### config.mk
export PLATFORM = sky130hd
export DESIGN_NAME = busy_sync_serial_rx
export DESIGN_NICKNAME = d
export VERILOG_FILES = /design/src/rtl/busy_sync_rx_pkg.sv /design/src/rtl/rx_line_sync.sv /design/src/rtl/rx_edge_detect.sv /design/src/rtl/rx_word_framer.sv /design/src/rtl/busy_sync_serial_rx.sv
export SDC_FILE = /design/constraint.sdc
export NUM_CORES = 1
export LEC_CHECK = 0
export BUFFER_PORTS_ARGS = -buffer_cell sky130_fd_sc_hd__buf_2
export CAP_MARGIN = 30
export CORE_MARGIN = 5
export CORE_UTILIZATION = 26
export DETAILED_ROUTE_END_ITERATION = 10
export GPL_ROUTABILITY_DRIVEN = 0
export PLACE_DENSITY = 0.44
export REMOVE_ABC_BUFFERS = 1
export SYNTH_ARGS = -nofsm -noshare
export SYNTH_HDL_FRONTEND = slang
export SYNTH_HIERARCHICAL = 1
export SYNTH_SLANG_ARGS = --single-unit
### constraint.sdc
create_clock -name clk -period 4.4 [get_ports clk]
set_input_delay 0.88 -clock clk [delete_from_list [all_inputs] [get_ports clk]]
set_output_delay 0.88 -clock clk [all_outputs]
set_load 0.02 [all_outputs]
### src/rtl/busy_sync_rx_pkg.sv
package busy_sync_rx_pkg;
  // bit positions of the external lines inside the synchronized bus
  localparam int unsigned LINE_CLK  = 0;
  localparam int unsigned LINE_DATA = 1;
  localparam int unsigned LINE_SEL  = 2;
  localparam int unsigned LINES     = 3;
  // reset levels: clock idle low, data low, select high (no false rise)
  localparam logic [LINES-1:0] LINE_RST = 3'b100;
endpackage

### src/rtl/rx_line_sync.sv
module rx_line_sync #(
  parameter int unsigned WIDTH  = 3,
  parameter int unsigned STAGES = 2,
  parameter logic [WIDTH-1:0] RST_VAL = '0
) (
  input  logic             clk,
  input  logic             rst_n,
  input  logic [WIDTH-1:0] async_in,
  output logic [WIDTH-1:0] sync_out
);
  logic [WIDTH-1:0] chain [STAGES];

  for (genvar s = 0; s < STAGES; s++) begin : g_stage
    if (s == 0) begin : g_first
      always_ff @(posedge clk or negedge rst_n) begin
        if (!rst_n) chain[s] <= RST_VAL;
        else        chain[s] <= async_in;
      end
    end else begin : g_rest
      always_ff @(posedge clk or negedge rst_n) begin
        if (!rst_n) chain[s] <= RST_VAL;
        else        chain[s] <= chain[s-1];
      end
    end
  end

  assign sync_out = chain[STAGES-1];
endmodule

### src/rtl/rx_edge_detect.sv
module rx_edge_detect #(
  parameter int unsigned WIDTH = 3,
  parameter logic [WIDTH-1:0] RST_VAL = '0
) (
  input  logic             clk,
  input  logic             rst_n,
  input  logic [WIDTH-1:0] level,
  output logic [WIDTH-1:0] rise,
  output logic [WIDTH-1:0] fall
);
  logic [WIDTH-1:0] prev;

  always_ff @(posedge clk or negedge rst_n) begin
    if (!rst_n) prev <= RST_VAL;
    else        prev <= level;
  end

  assign rise = level & ~prev;
  assign fall = prev & ~level;
endmodule

### src/rtl/rx_word_framer.sv
module rx_word_framer #(
  parameter int unsigned WORD_W = 16,
  localparam int unsigned CNT_W = $clog2(WORD_W)
) (
  input  logic              clk,
  input  logic              rst_n,
  input  logic              clk_fall,
  input  logic              data_lvl,
  input  logic              sel_lvl,
  input  logic              sel_rise,
  input  logic              sel_fall,
  output logic              aligned,
  output logic              word_done,
  output logic [WORD_W-1:0] word
);
  localparam logic [CNT_W-1:0] LAST_BIT = CNT_W'(WORD_W - 1);

  logic [CNT_W-1:0]  bit_cnt;
  logic [WORD_W-1:0] shreg;
  logic              sel_edge;
  logic              take_bit;

  assign sel_edge  = sel_rise | sel_fall;
  assign take_bit  = aligned & sel_lvl & clk_fall & ~sel_edge;
  assign word_done = take_bit & (bit_cnt == LAST_BIT);
  assign word      = {shreg[WORD_W-2:0], data_lvl};

  always_ff @(posedge clk or negedge rst_n) begin
    if (!rst_n) begin
      aligned <= 1'b0;
      bit_cnt <= '0;
      shreg   <= '0;
    end else begin
      if (sel_rise) aligned <= 1'b1;
      if (sel_edge) begin
        bit_cnt <= '0;
      end else if (take_bit) begin
        shreg   <= word;
        bit_cnt <= (bit_cnt == LAST_BIT) ? '0 : bit_cnt + 1'b1;
      end
    end
  end

  // alignment is sticky until reset
  a_r3_aligned_sticky: assert property (@(posedge clk) disable iff (!rst_n)
    aligned |=> aligned);
  // any select edge restarts the bit count
  a_r6_edge_clears_count: assert property (@(posedge clk) disable iff (!rst_n)
    sel_edge |=> (bit_cnt == '0));
  // no bit is counted while select is low
  a_r7_low_sel_holds: assert property (@(posedge clk) disable iff (!rst_n)
    (!sel_lvl && !sel_edge) |=> $stable(bit_cnt));
endmodule

### src/rtl/busy_sync_serial_rx.sv
module busy_sync_serial_rx #(
  parameter int unsigned WORD_W      = 16,
  parameter int unsigned SYNC_STAGES = 2
) (
  input  logic              clk,
  input  logic              rst_n,
  input  logic              ser_clk,
  input  logic              ser_data,
  input  logic              ser_sel,
  output logic              res_valid,
  input  logic              res_ready,
  output logic [WORD_W-1:0] res_data,
  output logic              synced
);
  import busy_sync_rx_pkg::*;

  logic [LINES-1:0]  raw_lines, s_lines, l_rise, l_fall;
  logic              word_done;
  logic [WORD_W-1:0] word;

  assign raw_lines[LINE_CLK]  = ser_clk;
  assign raw_lines[LINE_DATA] = ser_data;
  assign raw_lines[LINE_SEL]  = ser_sel;

  rx_line_sync #(.WIDTH(LINES), .STAGES(SYNC_STAGES), .RST_VAL(LINE_RST)) u_sync (
    .clk(clk), .rst_n(rst_n), .async_in(raw_lines), .sync_out(s_lines));

  rx_edge_detect #(.WIDTH(LINES), .RST_VAL(LINE_RST)) u_edge (
    .clk(clk), .rst_n(rst_n), .level(s_lines), .rise(l_rise), .fall(l_fall));

  rx_word_framer #(.WORD_W(WORD_W)) u_framer (
    .clk(clk), .rst_n(rst_n),
    .clk_fall(l_fall[LINE_CLK]), .data_lvl(s_lines[LINE_DATA]),
    .sel_lvl(s_lines[LINE_SEL]), .sel_rise(l_rise[LINE_SEL]),
    .sel_fall(l_fall[LINE_SEL]),
    .aligned(synced), .word_done(word_done), .word(word));

  always_ff @(posedge clk or negedge rst_n) begin
    if (!rst_n) begin
      res_valid <= 1'b0;
      res_data  <= '0;
    end else if (word_done && !res_valid) begin
      res_valid <= 1'b1;
      res_data  <= word;
    end else if (res_valid && res_ready) begin
      res_valid <= 1'b0;
    end
  end

  // nothing is presented before alignment
  a_r2_no_word_unsynced: assert property (@(posedge clk) disable iff (!rst_n)
    !synced |-> !res_valid);
  // a stalled result holds its value
  a_r5_hold_stalled: assert property (@(posedge clk) disable iff (!rst_n)
    (res_valid && !res_ready) |=> (res_valid && $stable(res_data)));
  // a handshake retires the word
  a_r5_retire: assert property (@(posedge clk) disable iff (!rst_n)
    (res_valid && res_ready) |=> !res_valid);
endmodule

==> Flow_metrics.wiki, run 1 <==
{| class="wikitable"
! Metric !! Value
|-
| Status || finished, final reports clean
|-
| Maximum VDD drop || 101 uV
|-
| Vias per cell || 4.03
|-
| Total Negative Setup Slacks || 0 ns
|-
| Number of remaining DRC errors || 0
|-
| Mapped Area || 1820 sq um
|-
| Period minus WS final || 2.74 ns
|-
| Clock Path Buffers || 2
|-
| Final period util || 62.2%
|-
| Inserted Clock Buffers || 5
|-
| H-tree depth || 2
|-
| Data arrival time at the worst-slack endpoint || 2.91 ns
|-
| Post-detailed-route count of antenna-violating nets || 0
|-
| First-pass iteration count of the detailed router || 4
|-
| Antenna violations before repair || 0
|-
| Total routing resource utilization after global routing || 7.30%
|-
| Fillcell total || 676
|-
| Critical path capture point type || flop
|-
| Reg2reg end || res_data[13]
|-
| Maximum fanout count along the critical path || 16
|-
| Sink Count || 45
|-
| Wire length of the first global-routing pass || 5.00 mm
|-
| TritonCTS clock tree || built
|-
| Total power density per cell area || 358 nW/um^2
|-
| Root buf cell || sky130_fd_sc_hd__clkbuf_8
|-
| GR Overflow Total || 0
|-
| Flop-to-flop setup slack || 1.66 ns
|-
| Largest net degree at the start of global routing || 46
|-
| Area overhead of the layout relative to synthesis || 13.9%
|-
| Placed Instances || 222
|-
| Leak || 1.05 nW
|-
| Ys Warns || 6
|-
| Total Routed Length || 2.95 mm
|-
| Hold WC Path Type || reg2reg
|-
| Crit-path slowest cell || sky130_fd_sc_hd__or3_1
|-
| Die footprint || 8780 sq um
|-
| Share of cells above drive strength 1 || 53.3%
|-
| Sequential Area || 1130 sq um
|-
| Most common cell after layout, fill and taps aside || sky130_fd_sc_hd__dfrtp_1
|-
| Post-route design area || 2070 sq um
|-
| Worst slew margin relative to its limit || 48.7%
|-
| Crit Path Class || reg2reg
|-
| Count of vias placed by the detailed router || 932
|-
| Site row count || 30
|-
| Count of boundary I/O pins || 24
|-
| Post-DP HPWL || 2.01 mm
|-
| Number of setup violations in the final report || 0
|-
| Vertical die dimension || 93.7 um
|-
| Slowest cell delay on critical path || 0.70 ns
|-
| Area used by multi-input combinational logic || 598 sq um
|-
| RR Startpoint || u_sync/sync_out[2]
|-
| Critical path startpoint category || flop
|-
| Average wire per standard cell || 12.8 um
|-
| Diode count || 0
|-
| Clock slew seen by the registers of the worst setup and hold paths || 0.08 ns
|-
| Hold Path Sink || u_sync/sync_out[0]
|-
| Post-route non-filler standard cell count || 231
|-
| Effective utilization at floorplan || 26.8%
|-
| Final hold vios || 0
|-
| Count of buffers inserted at the top-level ports || 23
|-
| Post-placement cell area || 1970 sq um
|-
| Number of buffers inserted for hold repair after clock tree synthesis || 0
|-
| Die span in x || 93.7 um
|-
| Post-Synthesis Cells || 110
|-
| Worst slew pin tran || 0.770 ns
|-
| Hold Crit Depth || 0
|-
| Total Nets Final || 141
|-
| Number of global-route vias before repair || 1,015
|-
| Synthesized area divided by synthesized cell count || 16.5 sq um
|-
| Postcts setup bufs || 0
|-
| Post-cts gate resize count || 0
|-
| 1st-iter DRT viols || 36
|-
| Worst clock skew || 0.00598 ns
|-
| Highest attainable clock frequency || 0.365 GHz
|-
| Placeable Area || 6790 sq um
|-
| Clock network latency to the later pin of the worst-skew pair || 0.29 ns
|-
| Fraction of the core area covered by cells at the end of the flow || 30.5%
|-
| Setup repair after global routing missed its margin || false
|-
| Worst R2R Path Depth || 6
|-
| Number of max-cap violations || 0
|-
| Start point of the worst min-delay path || u_sync/chain[3]
|-
| Highest-count cells in the layout ignoring fill and taps || 42 x sky130_fd_sc_hd__dfrtp_1, 23 x sky130_fd_sc_hd__buf_2, 19 x sky130_fd_sc_hd__mux2_4, 12 x sky130_fd_sc_hd__mux2_2, 5 x sky130_fd_sc_hd__clkbuf_8
|-
| Critical-path cell list || and2b_2, or3_1, nor2_1, nor2b_2, buf_4, mux2_2
|-
| Fin. max-slew vios || 0
|-
| Data required time at the worst endpoint || 4.58 ns
|}
==> where the power goes <==
| group | internal [W] | switching, W |
|---|---|---|
| Sequential | 0.000438 | 0.0000185 |
| Combinational | 0.0000241 | 0.0000196 |
| Clock | 0.000110 | 0.000131 |
| Total | 0.000572 | 0.000170 |
==> state kept, by name (all words and copies together) (netlist names) <==
signal,cells
res_data,16
res_valid,1
u_edge/prev,2
u_framer/aligned,1
u_framer/bit_cnt,4
u_framer/shreg,15
u_sync/chain,3
u_sync/sync_out,3
==> per-layer routing <==
metal  global-route usage (%)  routed length (um)
met1                     8.74                1310
met2                     11.4                1460
met3                     2.48                 102
met4                     4.21                  74
met5                        0                   0
==> per-stage QoR <==
step,hold slack (ns),worst slack (ns),power (W)
after global routing,0.364,1.54,0.000779
after CTS,0.360,1.62,0.000754
after detailed placement,0.340,1.64,0.000508
after global placement,0.335,1.71,0.000506
after floorplan,0.331,1.56,0.000487
final,0.356,1.66,0.000742
==> cell type report <==
type	count	area share [%]
sequential	45	54.5
multi-input combinational	57	28.8
timing repair buffer	25	6.88
tap	96	5.79
clock buffer	6	3.50
clock inverter	2	0.483
==> worst max-delay path, delay by kind of cell, from the launching register on <==
family / cells / cell delay (ns)
buf+inv: 1 / 0.28
flops: 1 / 0.59
mux: 1 / 0.37
simple gates: 4 / 1.38
==> worst max path at each step <==
stage | from | to | slack, ns | cells after the start
after floorplan | u_sync/sync_out[2] | res_data[0] | 1.56 | 5
after global placement | u_sync/sync_out[2] | res_data[12] | 1.71 | 6
after detailed placement | u_sync/sync_out[2] | res_data[13] | 1.64 | 6
after CTS | u_sync/sync_out[2] | res_data[14] | 1.62 | 6
after global routing | u_sync/sync_out[2] | res_data[14] | 1.54 | 6
final | u_sync/sync_out[2] | res_data[13] | 1.66 | 6
No activity file was read; power rests on OpenSTA's default activity.
==> run 2: changes to the inputs <==
==> constraint.sdc (replaced) <==
create_clock -name clk -period 2.7 [get_ports clk]
set_input_delay 0.54 -clock clk [delete_from_list [all_inputs] [get_ports clk]]
set_output_delay 0.54 -clock clk [all_outputs]
set_load 0.02 [all_outputs]
==> run 2 against run 1 <==
- hold slack got worse by 0.24 ns
- non-clock buffer count grew 1
- worst setup slack worse by 1.3 ns
- sequential power grew 62%
- cell count is 0.43% higher
- first-iteration DRC count increased by 81%
- sequential share of layout area down 1.2 points
- combinational power rose by 65%
==> Flow_metrics.wiki, run 2 (synthesis results as in run 1) <==
{| class="wikitable"
! Metric !! Value
|-
| Die span in x || 93.7 um (unchanged)
|-
| Placed Instances || 223 (+0.45%)
|-
| Sink Count || 45 (unchanged)
|-
| Data required time at the worst endpoint || 2.88 ns (-1.70 ns)
|-
| Number of buffers inserted for hold repair after clock tree synthesis || 0 (unchanged)
|-
| Switching power || 0.000279 W (+64%)
|-
| Average wire per standard cell || 12.8 um (+0.28%)
|-
| Worst clock skew || 0.00539 ns (-0.000582 ns)
|-
| Site row count || 30 (unchanged)
|-
| Root buf cell || sky130_fd_sc_hd__clkbuf_8
|-
| Worst slew pin tran || 0.286 ns (-0.484 ns)
|-
| Fin. max-slew vios || 0 (unchanged)
|-
| Vertical die dimension || 93.7 um (unchanged)
|-
| Number of max-cap violations || 0 (unchanged)
|-
| Flop-to-flop setup slack || 0.40 ns (-1.26 ns)
|-
| Highest-count cells in the layout ignoring fill and taps || 42 x sky130_fd_sc_hd__dfrtp_1, 23 x sky130_fd_sc_hd__buf_2, 19 x sky130_fd_sc_hd__mux2_4, 12 x sky130_fd_sc_hd__mux2_2, 6 x sky130_fd_sc_hd__clkbuf_8
|-
| Clock network latency to the later pin of the worst-skew pair || 0.29 ns (about the same)
|-
| GR Overflow Total || 0 (unchanged)
|-
| Antenna violations before repair || 0 (unchanged)
|-
| Die footprint || 8780 sq um (unchanged)
|-
| Status || finished, final reports clean
|-
| Final hold vios || 0 (unchanged)
|-
| Postcts setup bufs || 0 (unchanged)
|-
| Total internal power || 0.00105 W (+84%)
|-
| Count of vias placed by the detailed router || 954 (+2.4%)
|-
| Count of boundary I/O pins || 24 (unchanged)
|-
| Count of buffers inserted at the top-level ports || 23 (unchanged)
|-
| Vias per cell || 4.11 (+1.9%)
|-
| Clock slew seen by the registers of the worst setup and hold paths || 0.08 ns (about the same)
|-
| RR Startpoint || u_sync/sync_out[2]
|-
| Critical path startpoint category || flop
|-
| Sequential Power Share || 55.6% (-5.9 points)
|-
| Highest attainable clock frequency || 0.435 GHz (+19%)
|-
| Hold WC Path Type || in2async
|-
| Total routing resource utilization after global routing || 7.52% (+0.22 points)
|-
| Worst R2R Path Depth || 6 (unchanged)
|-
| Post-detailed-route count of antenna-violating nets || 0 (unchanged)
|-
| Share of total power in combinational logic || 5.4% (-0.5 points)
|-
| Maximum VDD drop || 231 uV (+130%)
|-
| Top register by number of flip-flops || res_data
|-
| Post-placement cell area || 1980 sq um (+0.38%)
|-
| Clock Path Buffers || 2 (unchanged)
|-
| Effective utilization at floorplan || 26.8% (unchanged)
|-
| Crit Path Class || reg2reg
|-
| Sw Ratio || 20.9% (-1.9 points)
|-
| Post-route non-filler standard cell count || 232 (+0.43%)
|-
| Critical path capture point type || flop
|-
| Period minus WS final || 2.30 ns (-0.440 ns)
|-
| Post-route design area || 2120 sq um (+2.2%)
|-
| Most common cell after layout, fill and taps aside || sky130_fd_sc_hd__dfrtp_1
|-
| Total power density per cell area || 629 nW/um^2 (+76%)
|-
| Maximum fanout count along the critical path || 16 (unchanged)
|-
| H-tree depth || 2 (unchanged)
|-
| Total Nets Final || 142 (+0.71%)
|-
| Fillcell total || 680 (+0.59%)
|-
| Top flop regs || res_data x16, u_framer/shreg x15, u_framer/bit_cnt x4
|-
| Leak || 1.06 nW (+1.6%)
|-
| Reg2reg end || res_data[15]
|-
| TritonCTS clock tree || built
|-
| Clock network fraction of total power || 38.9% (+6.3 points)
|-
| Data arrival time at the worst-slack endpoint || 2.48 ns (-0.43 ns)
|-
| Worst slew margin relative to its limit || 80.9% (+32 points)
|-
| Final period util || 85.1% (+23 points)
|-
| Inserted Clock Buffers || 5 (unchanged)
|-
| First-pass iteration count of the detailed router || 4 (unchanged)
|-
| Largest net degree at the start of global routing || 46 (unchanged)
|-
| Post-cts gate resize count || 0 (unchanged)
|-
| Area overhead of the layout relative to synthesis || 16.4%
|-
| Number of setup violations in the final report || 0 (unchanged)
|-
| Diode count || 0 (unchanged)
|-
| Number of global-route vias before repair || 1,036 (+2.1%)
|-
| Wire length of the first global-routing pass || 5.13 mm (+2.5%)
|-
| Setup repair after global routing missed its margin || false
|-
| 1st-iter DRT viols || 65 (+81%)
|-
| Placeable Area || 6790 sq um (unchanged)
|-
| Critical Path End || res_data[15]
|-
| Number of remaining DRC errors || 0 (unchanged)
|-
| Share of cells above drive strength 1 || 54.4% (+1.1 points)
|-
| Total Routed Length || 2.97 mm (+0.71%)
|-
| Max reg flops || 16 (unchanged)
|-
| Beginning of the critical path || u_sync/sync_out[2]
|}
## run 2: area by class of cell
| cell class | count | area, sq um | share of cell area, % |
|---|---|---|---|
| Tap cell | 96 | 120 | 5.67 |
| Multi-Input combinational cell | 57 | 598 | 28.2 |
| Sequential cell | 45 | 1130 | 53.3 |
| Timing Repair Buffer | 26 | 150 | 7.09 |
| Clock buffer | 6 | 82.6 | 3.90 |
| Clock inverter | 2 | 37.5 | 1.77 |
## run 2: through the flow
step | setup WS, ns | TNS [ns] | hold WS, ns | power [W] | utilization (%)
2_1_floorplan | -0.142 | -1.72 | 0.244 | 0.000793 | -
3_3_place_gp | 0.458 | 0 | 0.335 | 0.000822 | 29.1
3_5_place_dp | 0.414 | 0 | 0.337 | 0.000827 | 29.1
4_1_cts | 0.384 | 0 | 0.321 | 0.00136 | 30.9
5_1_grt | 0.278 | 0 | 0.118 | 0.00141 | 31.2
6_report | 0.403 | 0 | 0.117 | 0.00133 | 31.2
## run 2: worst max-delay path: stages (launching register included)
cell	delay (ns)
sky130_fd_sc_hd__dfstp_2	0.59
sky130_fd_sc_hd__and2b_2	0.26
sky130_fd_sc_hd__or3_1	0.39
sky130_fd_sc_hd__nor2_1	0.14
sky130_fd_sc_hd__nor2b_2	0.15
sky130_fd_sc_hd__buf_4	0.29
sky130_fd_sc_hd__mux2_2	0.37
## run 2: per-layer routing
metal  wire, um  up-vias  global-route usage, %
met4         72        0                   4.21
li1           -      430                      -
met2       1480       29                   11.6
met1       1310      488                   9.25
met5          0        -                      0
met3        118        7                   2.40
## run 2: power groups by stage
stage                     logic (W)  clock network (W)  registers, W
final                     0.0000721           0.000519      0.000742
after global routing      0.0000822           0.000576      0.000748
after CTS                 0.0000708           0.000544      0.000743
after detailed placement  0.0000707                  0      0.000756
after global placement    0.0000682                  0      0.000754
after floorplan           0.0000443                  0      0.000749
## run 2: worst min path at each step
| stage | to |
|---|---|
| 2_1_floorplan | res_data[0] |
| 6_report | u_sync/sync_out[0] |
| 3_3_place_gp | u_sync/sync_out[1] |
| 3_5_place_dp | u_sync/sync_out[1] |
| 4_1_cts | u_sync/chain[5] |
| 5_1_grt | u_sync/sync_out[0] |
==> run 3: changes to the inputs <==
--- a/config.mk
+++ b/config.mk
@@ -15,5 +15,4 @@
 export REMOVE_ABC_BUFFERS = 1
 export SYNTH_ARGS = -nofsm -noshare
 export SYNTH_HDL_FRONTEND = slang
-export SYNTH_HIERARCHICAL = 1
 export SYNTH_SLANG_ARGS = --single-unit
==> run 3 against run 2 <==
- critical path depth is 2 lower
- hold slack worse by 0.021 ns
- wire length is 0.77% lower
- non-clock buffer count is 2 lower
- sequential share of layout area is 3.0 points higher
- largest power group unchanged
- clock skew is 0.00078 ns higher
- largest cell class unchanged
- via count is 2.6% lower
- synthesized cell count is 3.6% lower
- sequential cell count stayed put
- combinational power is 11% lower
- worst setup slack better by 0.48 ns
- clock power is 24% lower
==> Flow_metrics.wiki, run 3 <==
{| class="wikitable"
! Metric !! Value
|-
| Status || finished, final reports clean
|-
| Top cell types by occurrence after synthesis || 42 x sky130_fd_sc_hd__dfrtp_1, 22 x sky130_fd_sc_hd__mux2_2, 9 x sky130_fd_sc_hd__mux2_4
|-
| Site row count || 29 (-3.3%)
|-
| Effective utilization at floorplan || 26.7% (-0.052 points)
|-
| Ys Warns || 0 (-6)
|-
| Number of max-cap violations || 0 (unchanged)
|-
| Setup Slack @ Placement || 0.861 ns (+0.447 ns)
|-
| Maximum fanout count along the critical path || 17 (+1)
|-
| Final hold vios || 0 (unchanged)
|-
| Highest-count cells in the layout ignoring fill and taps || 42 x sky130_fd_sc_hd__dfrtp_1, 23 x sky130_fd_sc_hd__buf_2, 22 x sky130_fd_sc_hd__mux2_2, 9 x sky130_fd_sc_hd__mux2_4
|-
| Root buf cell || sky130_fd_sc_hd__clkbuf_8
|-
| Vertical die dimension || 91.1 um (-2.8%)
|-
| Worst clock skew || 0.00617 ns (+0.000775 ns)
|-
| Post-detailed-route count of antenna-violating nets || 0 (unchanged)
|-
| Post-route non-filler standard cell count || 213 (-8.2%)
|-
| Count of boundary I/O pins || 24 (unchanged)
|-
| GR Overflow Total || 0 (unchanged)
|-
| Worst slew pin tran || 0.415 ns (+0.130 ns)
|-
| Setup repair after global routing missed its margin || false
|-
| Mapped Area || 1710 sq um (-6.2%)
|-
| Most frequent cell after synthesis || sky130_fd_sc_hd__dfrtp_1
|-
| Most common cell after layout, fill and taps aside || sky130_fd_sc_hd__dfrtp_1
|-
| First-pass iteration count of the detailed router || 4 (unchanged)
|-
| Top post-synthesis cells by area || sky130_fd_sc_hd__dfrtp_1 62%, sky130_fd_sc_hd__mux2_2 15%, sky130_fd_sc_hd__mux2_4 7.9%
|-
| Total Nets Final || 143 (+0.70%)
|-
| WHS || 0.0960 ns (-0.0206 ns)
|-
| Placed Instances || 204 (-8.5%)
|-
| Share of cells above drive strength 1 || 50.7% (-3.7 points)
|-
| Vias per cell || 4.36 (+6.1%)
|-
| Area used by multi-input combinational logic || 547 sq um (-8.6%)
|-
| Critical path capture point type || flop
|-
| Number of distinct library cells after synthesis || 20
|-
| Seq/Total Area, Yosys || 66.2%
|-
| Sink Count || 45 (unchanged)
|-
| Highest attainable clock frequency || 0.551 GHz (+27%)
|-
| Average wire per standard cell || 13.8 um (+8.1%)
|-
| Maximum VDD drop || 215 uV (-7.2%)
|-
| Post-Synthesis Cells || 106 (-3.6%)
|-
| Total power density per cell area || 596 nW/um^2 (-5.3%)
|-
| Clock Path Buffers || 2 (unchanged)
|-
| Critical path startpoint category || flop
|-
| Crit Path Class || reg2reg
|-
| Fin. max-slew vios || 0 (unchanged)
|-
| Sequential Area || 1130 sq um (unchanged)
|-
| 1st-iter DRT viols || 22 (-66%)
|-
| Die span in x || 91.1 um (-2.8%)
|-
| Post-synth EDFFs || 0
|-
| Count of buffers inserted at the top-level ports || 23 (unchanged)
|-
| Final Worst Setup Slack || 0.886 ns (+0.483 ns)
|-
| Worst slew margin relative to its limit || 72.3% (-8.7 points)
|-
| Postcts setup bufs || 0 (unchanged)
|-
| Die footprint || 8290 sq um (-5.5%)
|-
| Post-synth top area share || 61.5%
|-
| Power after layout || 0.00120 W (-10%)
|-
| Hold WC Path Type || in2async
|-
| Total Negative Setup Slacks || 0 ns (unchanged)
|-
| TritonCTS clock tree || built
|-
| Synthesized area divided by synthesized cell count || 16.1 sq um (-2.6%)
|-
| Placeable Area || 6390 sq um (-6.0%)
|-
| Data required time at the worst endpoint || 2.88 ns (about the same)
|-
| Number of buffers inserted for hold repair after clock tree synthesis || 0 (unchanged)
|-
| Post-DP HPWL || 1.99 mm
|-
| Top register by number of flip-flops || res_data
|-
| Count of state elements after synthesis || 45
|-
| Period minus WS final || 1.81 ns (-0.483 ns)
|-
| Top flop regs || res_data x16, u_framer.shreg x15, u_framer.bit_cnt x4
|-
| Count of vias placed by the detailed router || 929 (-2.6%)
|-
| Number of global-route vias before repair || 1,019 (-1.6%)
|-
| Largest net degree at the start of global routing || 46 (unchanged)
|-
| Proportion of synthesized flip-flops having asynchronous set or reset || 100%
|-
| Clock slew seen by the registers of the worst setup and hold paths || 0.08 ns (about the same)
|-
| Antenna violations before repair || 0 (unchanged)
|-
| Diode count || 0 (unchanged)
|-
| Number of remaining DRC errors || 0 (unchanged)
|-
| Inserted Clock Buffers || 5 (unchanged)
|-
| Total routing resource utilization after global routing || 7.69% (+0.17 points)
|-
| Total Routed Length || 2.95 mm (-0.77%)
|-
| Synth area leader || sky130_fd_sc_hd__dfrtp_1
|-
| H-tree depth || 2 (unchanged)
|-
| Post-cts gate resize count || 0 (unchanged)
|-
| Number of setup violations in the final report || 0 (unchanged)
|-
| Wire length of the first global-routing pass || 5.12 mm (-0.14%)
|-
| Max reg flops || 16 (unchanged)
|-
| Area overhead of the layout relative to synthesis || 17.4%
|-
| Fillcell total || 660 (-2.9%)
|-
| Leak || 1.04 nW (-2.4%)
|-
| Data arrival time at the worst-slack endpoint || 1.99 ns (-0.49 ns)
|-
| Final period util || 67.2% (-18 points)
|-
| Clock network latency to the later pin of the worst-skew pair || 0.29 ns (about the same)
|-
| Top_reg_cell synth || sky130_fd_sc_hd__dfrtp_1
|}
[run 3: cell types whose count changed in the layout (fill, tap and decap cells not counted), moves of 2 or more]
cell                       change
sky130_fd_sc_hd__inv_1         +4
sky130_fd_sc_hd__nor2_1        -2
sky130_fd_sc_hd__nand4_1       -2
sky130_fd_sc_hd__nor3_1        -3
sky130_fd_sc_hd__clkinv_2      +2
sky130_fd_sc_hd__and2b_2       -3
sky130_fd_sc_hd__mux2_2       +10
sky130_fd_sc_hd__nand2_1       +4
sky130_fd_sc_hd__mux2_4       -10
sky130_fd_sc_hd__buf_4         -2
sky130_fd_sc_hd__mux2i_1       -2
[run 3: through the flow]
step                cell area, sq um  util, %
floorplan                       1690        -
finish                          2010     31.4
global route                    2010     31.4
detailed placement              1900     29.8
global placement                1900     29.8
CTS                             1990     31.1
[run 3: path summary, 6_finish.rpt]
check | to | cells past startpoint | startpoint | slack [ns]
setup / recovery | res_data[7] | 4 | u_edge.prev[2] | 0.89
hold / removal | u_framer.bit_cnt[1] | 1 | rst_n | 0.1
setup reg to reg | res_data[7] | 4 | u_edge.prev[2] | 0.89
hold reg to reg | u_sync.sync_out[0] | 0 | u_sync.chain[3] | 0.35
max in group asynchronous | u_edge.prev[2] | 2 | rst_n | 2.09
min in group clk | u_sync.chain[5] | 1 | ser_sel | 0.34
[run 3: cells by family after synthesis]
kind of cell | synth area share (%)
DFF | 66.2
muxes | 22.4
and+or+nand+nor | 6.30
AOI/OAI and AO/OA | 1.83
buffers and inverters | 1.83
adders and majority gates | 1.46
[run 3: layer usage]
metal | vias to the layer above | track usage, % | wire (um)
met2 | 17 | 12.4 | 1450
met5 | - | 0 | 0
met3 | 5 | 2.98 | 129
met4 | 0 | 3.30 | 58
li1 | 429 | - | -
met1 | 478 | 9.15 | 1310
[run 3: final cells by class]
class                           count  area share, %
Timing Repair Buffer               24           6.74
Tap cell                           77           4.80
Clock buffer                        6           3.62
Clock inverter                      2          0.499
Sequential cell                    45           56.3
Inverter                            4          0.749
Multi-Input combinational cell     55           27.3
[run 3: worst max-delay path, stage by stage, from the launching register on]
cell	delay, ns
sky130_fd_sc_hd__dfstp_2	0.52
sky130_fd_sc_hd__inv_1	0.03
sky130_fd_sc_hd__ha_1	0.36
sky130_fd_sc_hd__nand4_4	0.36
sky130_fd_sc_hd__mux2_4	0.42
[run 3: where the power goes]
group / switching, W / leakage, nW / internal [W]
combinational: 0.0000305 / 0.396 / 0.0000334
sequential: 0.0000234 / 0.596 / 0.000711
clock: 0.000217 / 0.0450 / 0.000180
total: 0.000271 / 1.04 / 0.000924
